$ cat config.mk
export PLATFORM = sky130hd
export DESIGN_NAME = flash_status_reg
export DESIGN_NICKNAME = d
export VERILOG_FILES = /design/src/rtl/flash_sr_pkg.sv /design/src/rtl/fsr_live_bits.sv /design/src/rtl/fsr_sticky_bank.sv /design/src/rtl/fsr_clear_guard.sv /design/src/rtl/flash_status_reg.sv
export SDC_FILE = /design/constraint.sdc
export NUM_CORES = 1
export LEC_CHECK = 0
export CELL_PAD_IN_SITES_DETAIL_PLACEMENT = 1
export CELL_PAD_IN_SITES_GLOBAL_PLACEMENT = 1
export CORE_ASPECT_RATIO = 0.7
export CORE_MARGIN = 2
export CORE_UTILIZATION = 49
export CTS_CLUSTER_DIAMETER = 120
export CTS_CLUSTER_SIZE = 28
export DETAILED_ROUTE_END_ITERATION = 12
export DONT_BUFFER_PORTS = 1
export PLACE_DENSITY = 0.84
export SYNTH_ARGS = -nofsm -noshare
export SYNTH_HDL_FRONTEND = slang
export SYNTH_SLANG_ARGS = --single-unit
$ cat constraint.sdc
create_clock -name clk -period 3.6 [get_ports clk]
set_input_delay 0.18 -clock clk [delete_from_list [all_inputs] [get_ports clk]]
set_output_delay 0.18 -clock clk [all_outputs]
set_load 0.005 [all_outputs]
$ cat src/rtl/flash_sr_pkg.sv
package flash_sr_pkg;
  localparam logic [7:0] OP_CLEAR = 8'h50;

  localparam int B_READY   = 7;
  localparam int B_ESUSP   = 6;
  localparam int B_ERASE   = 5;
  localparam int B_PROG    = 4;
  localparam int B_VPP     = 3;
  localparam int B_PSUSP   = 2;
  localparam int B_LOCK    = 1;

  localparam int N_LIVE   = 3;
  localparam int N_STICKY = 4;

  // sticky slot order inside the sticky bank
  localparam int S_LOCK  = 0;
  localparam int S_VPP   = 1;
  localparam int S_PROG  = 2;
  localparam int S_ERASE = 3;

  typedef struct packed {
    logic seq;
    logic erase;
    logic prog;
    logic vpp;
    logic lock;
  } wsm_evt_t;
endpackage

$ cat src/rtl/fsr_live_bits.sv
module fsr_live_bits #(
  parameter int N = 3
) (
  input  logic         clk,
  input  logic         rst_n,
  input  logic [N-1:0] lvl_i,
  output logic [N-1:0] q_o
);
  for (genvar i = 0; i < N; i++) begin : g_live
    always_ff @(posedge clk or negedge rst_n) begin
      if (!rst_n) q_o[i] <= 1'b0;
      else        q_o[i] <= lvl_i[i];
    end
  end
endmodule

$ cat src/rtl/fsr_sticky_bank.sv
module fsr_sticky_bank #(
  parameter int N = 4
) (
  input  logic         clk,
  input  logic         rst_n,
  input  logic [N-1:0] set_i,
  input  logic         clr_i,
  output logic [N-1:0] q_o
);
  for (genvar i = 0; i < N; i++) begin : g_bit
    always_ff @(posedge clk or negedge rst_n) begin
      if (!rst_n)        q_o[i] <= 1'b0;
      else if (set_i[i]) q_o[i] <= 1'b1;
      else if (clr_i)    q_o[i] <= 1'b0;
    end

    // an event always lands, even with a clear in the same cycle
    p_set_wins_r8: assert property (@(posedge clk) disable iff (!rst_n)
      set_i[i] |=> q_o[i]);
    // without a clear a latched bit stays latched
    p_hold_r3: assert property (@(posedge clk) disable iff (!rst_n)
      (q_o[i] && !clr_i) |=> q_o[i]);
  end
endmodule

$ cat src/rtl/fsr_clear_guard.sv
module fsr_clear_guard #(
  parameter int HOLD_CYC = 3000
) (
  input  logic clk,
  input  logic rst_n,
  input  logic arm_i,
  input  logic clr_req_i,
  output logic clr_ok_o,
  output logic busy_o,
  output logic early_o
);
  localparam int CW = $clog2(HOLD_CYC + 1);
  localparam logic [CW-1:0] LOAD = CW'(HOLD_CYC - 1);

  logic [CW-1:0] cnt_q;

  assign busy_o   = (cnt_q != '0);
  assign clr_ok_o = clr_req_i && !busy_o;

  always_ff @(posedge clk or negedge rst_n) begin
    if (!rst_n)      cnt_q <= '0;
    else if (arm_i)  cnt_q <= LOAD;
    else if (busy_o) cnt_q <= cnt_q - CW'(1);
  end

  always_ff @(posedge clk or negedge rst_n) begin
    if (!rst_n)                     early_o <= 1'b0;
    else if (clr_req_i && busy_o)   early_o <= 1'b1;
    else if (clr_ok_o)              early_o <= 1'b0;
  end

  // a refused clear is always flagged
  p_early_flag_r7: assert property (@(posedge clk) disable iff (!rst_n)
    (clr_req_i && busy_o) |=> early_o);
  // the flag only drops on an accepted clear
  p_early_hold_r7: assert property (@(posedge clk) disable iff (!rst_n)
    (early_o && !clr_ok_o) |=> early_o);
endmodule

$ cat src/rtl/flash_status_reg.sv
module flash_status_reg
  import flash_sr_pkg::*;
#(
  parameter int HOLD_CYC = 3000
) (
  input  logic       clk,
  input  logic       rst_n,
  input  logic       cmd_valid,
  input  logic [7:0] cmd_byte,
  input  logic       wsm_ready,
  input  logic       wsm_erase_susp,
  input  logic       wsm_prog_susp,
  input  logic       ev_erase_err,
  input  logic       ev_prog_err,
  input  logic       ev_vpp_err,
  input  logic       ev_lock_err,
  input  logic       ev_seq_err,
  output logic [7:0] status,
  output logic       early_clr
);
  wsm_evt_t            evt;
  logic [N_STICKY-1:0] sticky_set, sticky_q;
  logic [N_LIVE-1:0]   live_q;
  logic                clr_req, clr_ok, arm, busy;

  assign evt = '{seq: ev_seq_err, erase: ev_erase_err, prog: ev_prog_err,
                 vpp: ev_vpp_err, lock: ev_lock_err};

  assign clr_req = cmd_valid && (cmd_byte == OP_CLEAR);
  assign arm     = evt.erase || evt.prog || evt.seq;

  always_comb begin
    sticky_set          = '0;
    sticky_set[S_LOCK]  = evt.lock;
    sticky_set[S_VPP]   = evt.vpp;
    sticky_set[S_PROG]  = evt.prog  || evt.seq;
    sticky_set[S_ERASE] = evt.erase || evt.seq;
  end

  fsr_live_bits #(.N(N_LIVE)) u_live (
    .clk   (clk),
    .rst_n (rst_n),
    .lvl_i ({wsm_ready, wsm_erase_susp, wsm_prog_susp}),
    .q_o   (live_q)
  );

  fsr_sticky_bank #(.N(N_STICKY)) u_sticky (
    .clk   (clk),
    .rst_n (rst_n),
    .set_i (sticky_set),
    .clr_i (clr_ok),
    .q_o   (sticky_q)
  );

  fsr_clear_guard #(.HOLD_CYC(HOLD_CYC)) u_guard (
    .clk       (clk),
    .rst_n     (rst_n),
    .arm_i     (arm),
    .clr_req_i (clr_req),
    .clr_ok_o  (clr_ok),
    .busy_o    (busy),
    .early_o   (early_clr)
  );

  always_comb begin
    status          = '0;
    status[B_READY] = live_q[2];
    status[B_ESUSP] = live_q[1];
    status[B_PSUSP] = live_q[0];
    status[B_ERASE] = sticky_q[S_ERASE];
    status[B_PROG]  = sticky_q[S_PROG];
    status[B_VPP]   = sticky_q[S_VPP];
    status[B_LOCK]  = sticky_q[S_LOCK];
  end

  // live bits mirror the level inputs one cycle later
  p_live_follow_r2: assert property (@(posedge clk) disable iff (!rst_n)
    1'b1 |=> (status[B_READY] == $past(wsm_ready)) &&
             (status[B_ESUSP] == $past(wsm_erase_susp)) &&
             (status[B_PSUSP] == $past(wsm_prog_susp)));
  // a sequence error raises both bit 5 and bit 4
  p_seq_pair_r4: assert property (@(posedge clk) disable iff (!rst_n)
    ev_seq_err |=> (status[B_ERASE] && status[B_PROG]));
  // an accepted clear with no competing event empties the sticky bits
  p_clear_empties_r5: assert property (@(posedge clk) disable iff (!rst_n)
    (clr_ok && (sticky_set == '0)) |=>
      !(status[B_ERASE] || status[B_PROG] || status[B_VPP] || status[B_LOCK]));
  // the hold window only runs while an erase/program error is shown
  p_window_guard_r6: assert property (@(posedge clk) disable iff (!rst_n)
    busy |-> (status[B_ERASE] || status[B_PROG]));
endmodule

==> results.sh, run 1 <==
export IMPL_synth_cell_types=34
export IMPL_wl_per_cell_um=20.55
export IMPL_cts_made_buffers=3
export IMPL_grt_max_degree=21
export IMPL_ctsResizeCount=0
export IMPL_p_int_w=0.0003487
export IMPL_finalHoldViolCount=0
export IMPL_synthCells=89
export IMPL_r2r_slack_ns=0.85
export IMPL_r2r_end="u_sticky.q_o[3]"
export IMPL_place_congestion=0.7762
export IMPL_grt_pass1_wl_um=3946
export IMPL_dr_pass1_iters=4
export IMPL_drt_iter0_markers=19
export IMPL_syn_num_nets=110
export IMPL_clock_power_share_pct=43.0
export IMPL_die_area_um2=2301
export IMPL_p_sw_w=0.00008649
export IMPL_drive_gt1_share_pct=9.091
export IMPL_num_vias=765
export IMPL_io_buffers=0
export IMPL_clkSinkCount=20
export IMPL_clockBufferDepth=2
export IMPL_die_h_um=40.74
export IMPL_drv_slew=0
export IMPL_crit_fanout=14
export IMPL_max_slew_margin_pct=40.43
export IMPL_synth_area_leader_cell="dfrtp_1"
export IMPL_layout_commonest_cell="dfrtp_1"
export IMPL_critical_path_class="register to register"
export IMPL_htree_levels=1
export IMPL_end_kind="register"
export IMPL_fill_cells=205
export IMPL_min_path_cells=2
export IMPL_p_seq_share_pct=52.9
export IMPL_crit_chain="nor4_4, nand4_2, or2_1, a211o_1, dlygate4sd3_1"
export IMPL_routed_wl_um=2486
export IMPL_fin_area_um2=1099
export IMPL_placed_cell_area_um2=955.9
export IMPL_required_ns=3.81
export IMPL_worstSkewPairLatency_ns=0.31
export IMPL_power_w=0.0004352
export IMPL_grt_pass1_vias=781
export IMPL_synth_area_leaders="dfrtp_1, a211o_1, ha_1"
export IMPL_path_buf_inv=1
export IMPL_antenna_found_initial=0
export IMPL_ant_nets=0
export IMPL_start_kind="register"
export IMPL_synth_top_area_share_pct=52.98
export IMPL_drc_errors=0
export IMPL_power_density_nw_per_um2=396.1
export IMPL_core_region_area_um2=1838
export IMPL_maxCapViolations=0
export IMPL_outcome="completed"
export IMPL_yosys_area_share_simple_pct=23.18
export IMPL_skew_ns=0.002284
export IMPL_rows=13
export IMPL_syn_area_per_cell_um2=10.61
export IMPL_cts_root_buf="clkbuf_4"
export IMPL_dp_hpwl_um=1578
export IMPL_hold_ws_ns=0.08311
export IMPL_path_clk_slew_ns=0.12
export IMPL_fmax_ghz=0.3640
export IMPL_worstMarginPinSlew_ns=0.8906
export IMPL_ys_ff_latch=20
export IMPL_cts_tree="yes"
export IMPL_yosysWarnings=0
export IMPL_synthesis_area_um2=944.7
export IMPL_setup_violations=0
export IMPL_hp_class="input port to register"
export IMPL_n_antenna_cell=0
export IMPL_rsz0062_at_grt="false"
export IMPL_synth_adder_area_share_pct=2.649
export IMPL_p_sw_share_pct=19.87
export IMPL_grt_use_total_pct=24.48
export IMPL_area_growth_pct=16.29
export IMPL_critPathSlowestCell="dlygate4sd3_1"
export IMPL_r2r_cells=5
export IMPL_synth_xor_area_share_pct=0.9272
export IMPL_min_to="u_guard.cnt_q[9]"
export IMPL_yosysSeqAreaShare_pct=52.98
export IMPL_critical_path_top_delay_family="simple AND/OR/NAND/NOR gates"
export IMPL_fin_setup_tns_ns=0
export IMPL_start_util_pct=51.40
export IMPL_min_from="ev_seq_err"
export IMPL_pwr_share_comb_pct=4.2
export IMPL_synth_top_family_by_area="simple AND/OR/NAND/NOR gates"
export IMPL_fin_crit_ns=2.747
export IMPL_post_route_period_util_pct=76.31
export IMPL_die_w_um=56.48
export IMPL_final_cell_mix="dfrtp_1, dlygate4sd3_1, nand2_1, nor2_1, o21ai_0"
export IMPL_p_leak_nw=0.4008
export IMPL_critPathMaxStageDelay_ns=0.56
export IMPL_cp_data_arrival_time_ns=2.95
export IMPL_ir_drop_v=0.0002813
export IMPL_synthMuxAreaShare_pct=2.252
export IMPL_synth_compound_area_share_pct=14.30
export IMPL_vias_per_cell=6.322
export IMPL_overflow=0
export IMPL_ioPinCount=28
export IMPL_r2r_start="u_guard.cnt_q[7]"
export IMPL_final_core_util_pct=59.77
export IMPL_nNetsFinal=121
stage by stage:
stage | std cells | setup slack, ns
floorplan | 89 | 1.931
global placement | 108 | 1.602
detailed placement | 108 | 1.478
CTS | 121 | 0.9063
global route | 121 | 0.6737
finish | 121 | 0.8527
power by group through the flow:
| stage | clock network [W] | logic, W | registers (W) |
|---|---|---|---|
| finish | 0.000187 | 0.0000181 | 0.000230 |
| global route | 0.000196 | 0.0000200 | 0.000230 |
| CTS | 0.000188 | 0.0000178 | 0.000230 |
| detailed placement | 0 | 0.00000619 | 0.000235 |
| global placement | 0 | 0.00000584 | 0.000234 |
| floorplan | 0 | 0.00000556 | 0.000234 |
worst register-to-register path: cells and delay by family, from the launching register on:
family,cells,cell delay [ns]
AO/OA/AOI/OAI,1,0.32
buffers and inverters,1,0.56
flip-flops,1,0.46
AND/OR/NAND/NOR,3,1.31
layer usage:
layer / vias up / wire length, um / global-route usage, %
li1: 349 / - / -
met1: 397 / 1043 / 27.25
met2: 13 / 1328 / 48.55
met3: 6 / 67 / 6.940
met4: 0 / 46 / 5.952
met5: - / 0 / 0
cells in the mapped netlist (all sizes together):
| cell | n |
|---|---|
| and3 | 1 |
| and4 | 2 |
| a311oi | 1 |
| o21ai | 6 |
| or2 | 1 |
| a21oi | 4 |
| xnor2 | 1 |
| or3 | 2 |
| buf | 2 |
| and2 | 1 |
| nand3 | 4 |
| a211o | 4 |
| conb | 1 |
| nand4 | 4 |
| a21o | 2 |
| or3b | 1 |
| a31oi | 3 |
| nor4b | 1 |
| mux2i | 1 |
| nor4 | 2 |
| nor3 | 4 |
| nor2 | 5 |
| nor2b | 1 |
| dfrtp | 20 |
| ha | 2 |
| a211oi | 1 |
| clkbuf | 1 |
| nand2 | 6 |
| mux2 | 1 |
| inv | 4 |
sequential cells by signal, summed over array words and instances (netlist names):
name / cells
u_guard.cnt_q: 12
u_guard.early_o: 1
u_live.q_o: 3
u_sticky.q_o: 4
layout make-up:
| type | count | area (um^2) | share of cell area [%] |
|---|---|---|---|
| Sequential cell | 20 | 500.5 | 45.56 |
| Multi-Input combinational cell | 62 | 412.9 | 37.59 |
| Timing Repair Buffer | 9 | 90.09 | 8.200 |
| Clock inverter | 1 | 30.03 | 2.733 |
| Tap cell | 22 | 27.53 | 2.506 |
| Clock buffer | 3 | 22.52 | 2.050 |
| Inverter | 4 | 15.01 | 1.367 |
repair_timing:
action | 4_1_cts | 5_1_grt
hold buffers | 9 | 0
setup buffers | 0 | 0
hold endpoints to repair | 27 | 0
how the worst max path moves through the flow:
stage                     start         endpoint  depth (start not counted)
2_1_floorplan  u_guard.cnt_q[0]  u_sticky.q_o[2]                          6
4_1_cts        u_guard.cnt_q[0]  u_sticky.q_o[3]                          7
6_report       u_guard.cnt_q[7]  u_sticky.q_o[3]                          5
3_3_place_gp   u_guard.cnt_q[0]  u_sticky.q_o[2]                          6
5_1_grt        u_guard.cnt_q[0]  u_sticky.q_o[3]                          7
3_5_place_dp   u_guard.cnt_q[0]  u_sticky.q_o[3]                          6
kinds of logic after synthesis:
family / Yosys count
buffers and inverters: 7
adder cells (fa/ha/maj): 2
AND/OR/NAND/NOR: 35
multiplexers: 2
XOR/XNOR: 1
other: 1
flip-flops: 20
AO/OA/AOI/OAI: 21
Note: power is estimated with default switching activity, not from simulation.
==> inputs of run 2 (changes only) <==
--- a/config.mk
+++ b/config.mk
@@ -9,12 +9,12 @@
 export CELL_PAD_IN_SITES_GLOBAL_PLACEMENT = 1
 export CORE_ASPECT_RATIO = 0.7
 export CORE_MARGIN = 2
-export CORE_UTILIZATION = 49
+export CORE_UTILIZATION = 45
 export CTS_CLUSTER_DIAMETER = 120
 export CTS_CLUSTER_SIZE = 28
 export DETAILED_ROUTE_END_ITERATION = 12
 export DONT_BUFFER_PORTS = 1
-export PLACE_DENSITY = 0.84
+export PLACE_DENSITY = 0.79
 export SYNTH_ARGS = -nofsm -noshare
 export SYNTH_HDL_FRONTEND = slang
 export SYNTH_SLANG_ARGS = --single-unit
==> constraint.sdc (replaced) <==
create_clock -name clk -period 2.8 [get_ports clk]
set_input_delay 0.14 -clock clk [delete_from_list [all_inputs] [get_ports clk]]
set_output_delay 0.14 -clock clk [all_outputs]
set_load 0.005 [all_outputs]
==> results.sh, run 2 (same netlist as run 1, synthesis figures left out) <==
export IMPL_power_density_nw_per_um2=498.5
export IMPL_nNetsFinal=122
export IMPL_rsz0062_at_grt="false"
export IMPL_max_slew_margin_pct=39.59
export IMPL_htree_levels=1
export IMPL_worstMarginPinSlew_ns=0.9032
export IMPL_overflow=0
export IMPL_layout_commonest_cell="dfrtp_1"
export IMPL_crit_fanout=14
export IMPL_path_buf_inv=1
export IMPL_ant_nets=0
export IMPL_critical_path_top_delay_family="simple AND/OR/NAND/NOR gates"
export IMPL_fmax_ghz=0.3803
export IMPL_critPathMaxStageDelay_ns=0.55
export IMPL_hp_class="input port to register"
export IMPL_regMostFlops="u_guard.cnt_q"
export IMPL_cp_data_arrival_time_ns=2.83
export IMPL_grt_max_degree=21
export IMPL_power_w=0.0005569
export IMPL_path_clk_slew_ns=0.12
export IMPL_post_route_period_util_pct=93.90
export IMPL_outcome="finished, violations left"
export IMPL_largest_registers="u_guard.cnt_q (12), u_sticky.q_o (4), u_live.q_o (3)"
export IMPL_fin_crit_ns=2.629
export IMPL_skew_ns=0.004567
export IMPL_finalHoldViolCount=0
export IMPL_critical_path_class="register to register"
export IMPL_end_kind="register"
export IMPL_fin_setup_tns_ns=0
export IMPL_pre_cts_slack_ns=0.6687
export IMPL_die_h_um=42.34
export IMPL_worstSkewPairLatency_ns=0.31
export IMPL_cts_root_buf="clkbuf_4"
export IMPL_drv_slew=0
export IMPL_start_kind="register"
export IMPL_die_w_um=58.76
export IMPL_drt_iter0_markers=29
export IMPL_drc_errors=2
export IMPL_clkSinkCount=20
export IMPL_post_cts_setup_buffers=0
export IMPL_setup_ws_ns=0.1708
export IMPL_setup_violations=0
export IMPL_grt_pass1_wl_um=4071
export IMPL_vias_per_cell=6.205
export IMPL_wl_per_cell_um=19.49
export IMPL_violations="DRC"
export IMPL_clockBufferDepth=2
export IMPL_cts_made_buffers=3
export IMPL_crit_chain="nor3_1, nand4_4, or2_1, a211o_1, dlygate4sd3_1"
export IMPL_grt_pass1_vias=865
export IMPL_n_antenna_cell=0
export IMPL_area_growth_pct=18.28
export IMPL_num_vias=757
export IMPL_rows=13
export IMPL_ir_drop_v=0.0003748
export IMPL_dr_pass1_iters=8
export IMPL_io_buffers=0
export IMPL_largest_reg_flops=12
export IMPL_die_area_um2=2488
export IMPL_required_ns=3.00
export IMPL_place_congestion=0.7343
export IMPL_drive_gt1_share_pct=11.00
export IMPL_routed_wl_um=2378
export IMPL_cts_tree="yes"
export IMPL_p_leak_nw=0.4130
export IMPL_dp_hpwl_um=1541
export IMPL_grt_use_total_pct=21.96
export IMPL_final_cell_mix="dfrtp_1, dlygate4sd3_1, nand2_1, nor2_1, o21ai_0"
export IMPL_ioPinCount=28
export IMPL_maxCapViolations=0
export IMPL_antenna_found_initial=0
export IMPL_start_util_pct=49.22
export IMPL_core_region_area_um2=1919
export IMPL_critPathSlowestCell="dlygate4sd3_1"
[run 2: path summary, 6_finish.rpt]
| path | start | endpoint | slack, ns | cells past startpoint |
|---|---|---|---|---|
| worst max-delay path | u_guard.cnt_q[8] | u_sticky.q_o[3] | 0.17 | 5 |
| min in group asynchronous | rst_n | u_guard.cnt_q[8] | 0.39 | 1 |
| worst min register to register | u_sticky.q_o[0] | u_sticky.q_o[0] | 0.53 | 1 |
| worst max register to register | u_guard.cnt_q[8] | u_sticky.q_o[3] | 0.17 | 5 |
| worst min-delay path | ev_seq_err | u_guard.cnt_q[9] | 0.04 | 2 |
| max in group asynchronous | rst_n | u_live.q_o[2] | 1.86 | 1 |
[run 2: report_power, final]
group	internal (W)	switching, W	leakage [nW]	total [W]
Sequential	0.000293	0.00000310	0.205	0.000296
Clock	0.000145	0.0000938	0.0279	0.000239
Combinational	0.0000108	0.0000117	0.180	0.0000225
[run 2: final cells by class]
| class | count | area (um^2) |
|---|---|---|
| timing repair buffer | 10 | 97.59 |
| clock inverter | 1 | 30.03 |
| inverter | 4 | 15.01 |
| sequential | 20 | 500.5 |
| multi-input combinational | 62 | 424.2 |
| clock buffer | 3 | 22.52 |
| tap | 22 | 27.53 |
| fill | 206 | 802.0 |
[run 2: timing repair]
item,CTS,global route
endpoints found under the hold margin,27,0
resized for setup,0,2
endpoints found under the setup margin,0,1
hold buffers,9,0
[run 2: per-layer routing]
metal,vias to the layer above,track usage [%],share of wire [%]
met2,24,38.89,51
li1,346,-,-
met4,0,5.455,0.71
met3,3,5.864,4.8
met5,-,0,0
met1,384,26.17,43
[run 2: metrics by stage]
step,cells,area (um^2),util (%),hold slack (ns)
finish,122,1117,58.21,0.03533
floorplan,89,944.7,-,-0.1556
CTS,122,1106,57.63,0.02766
detailed placement,109,963.4,50.20,-0.1552
global route,122,1117,58.21,0.03601
global placement,109,963.4,50.20,-0.1552
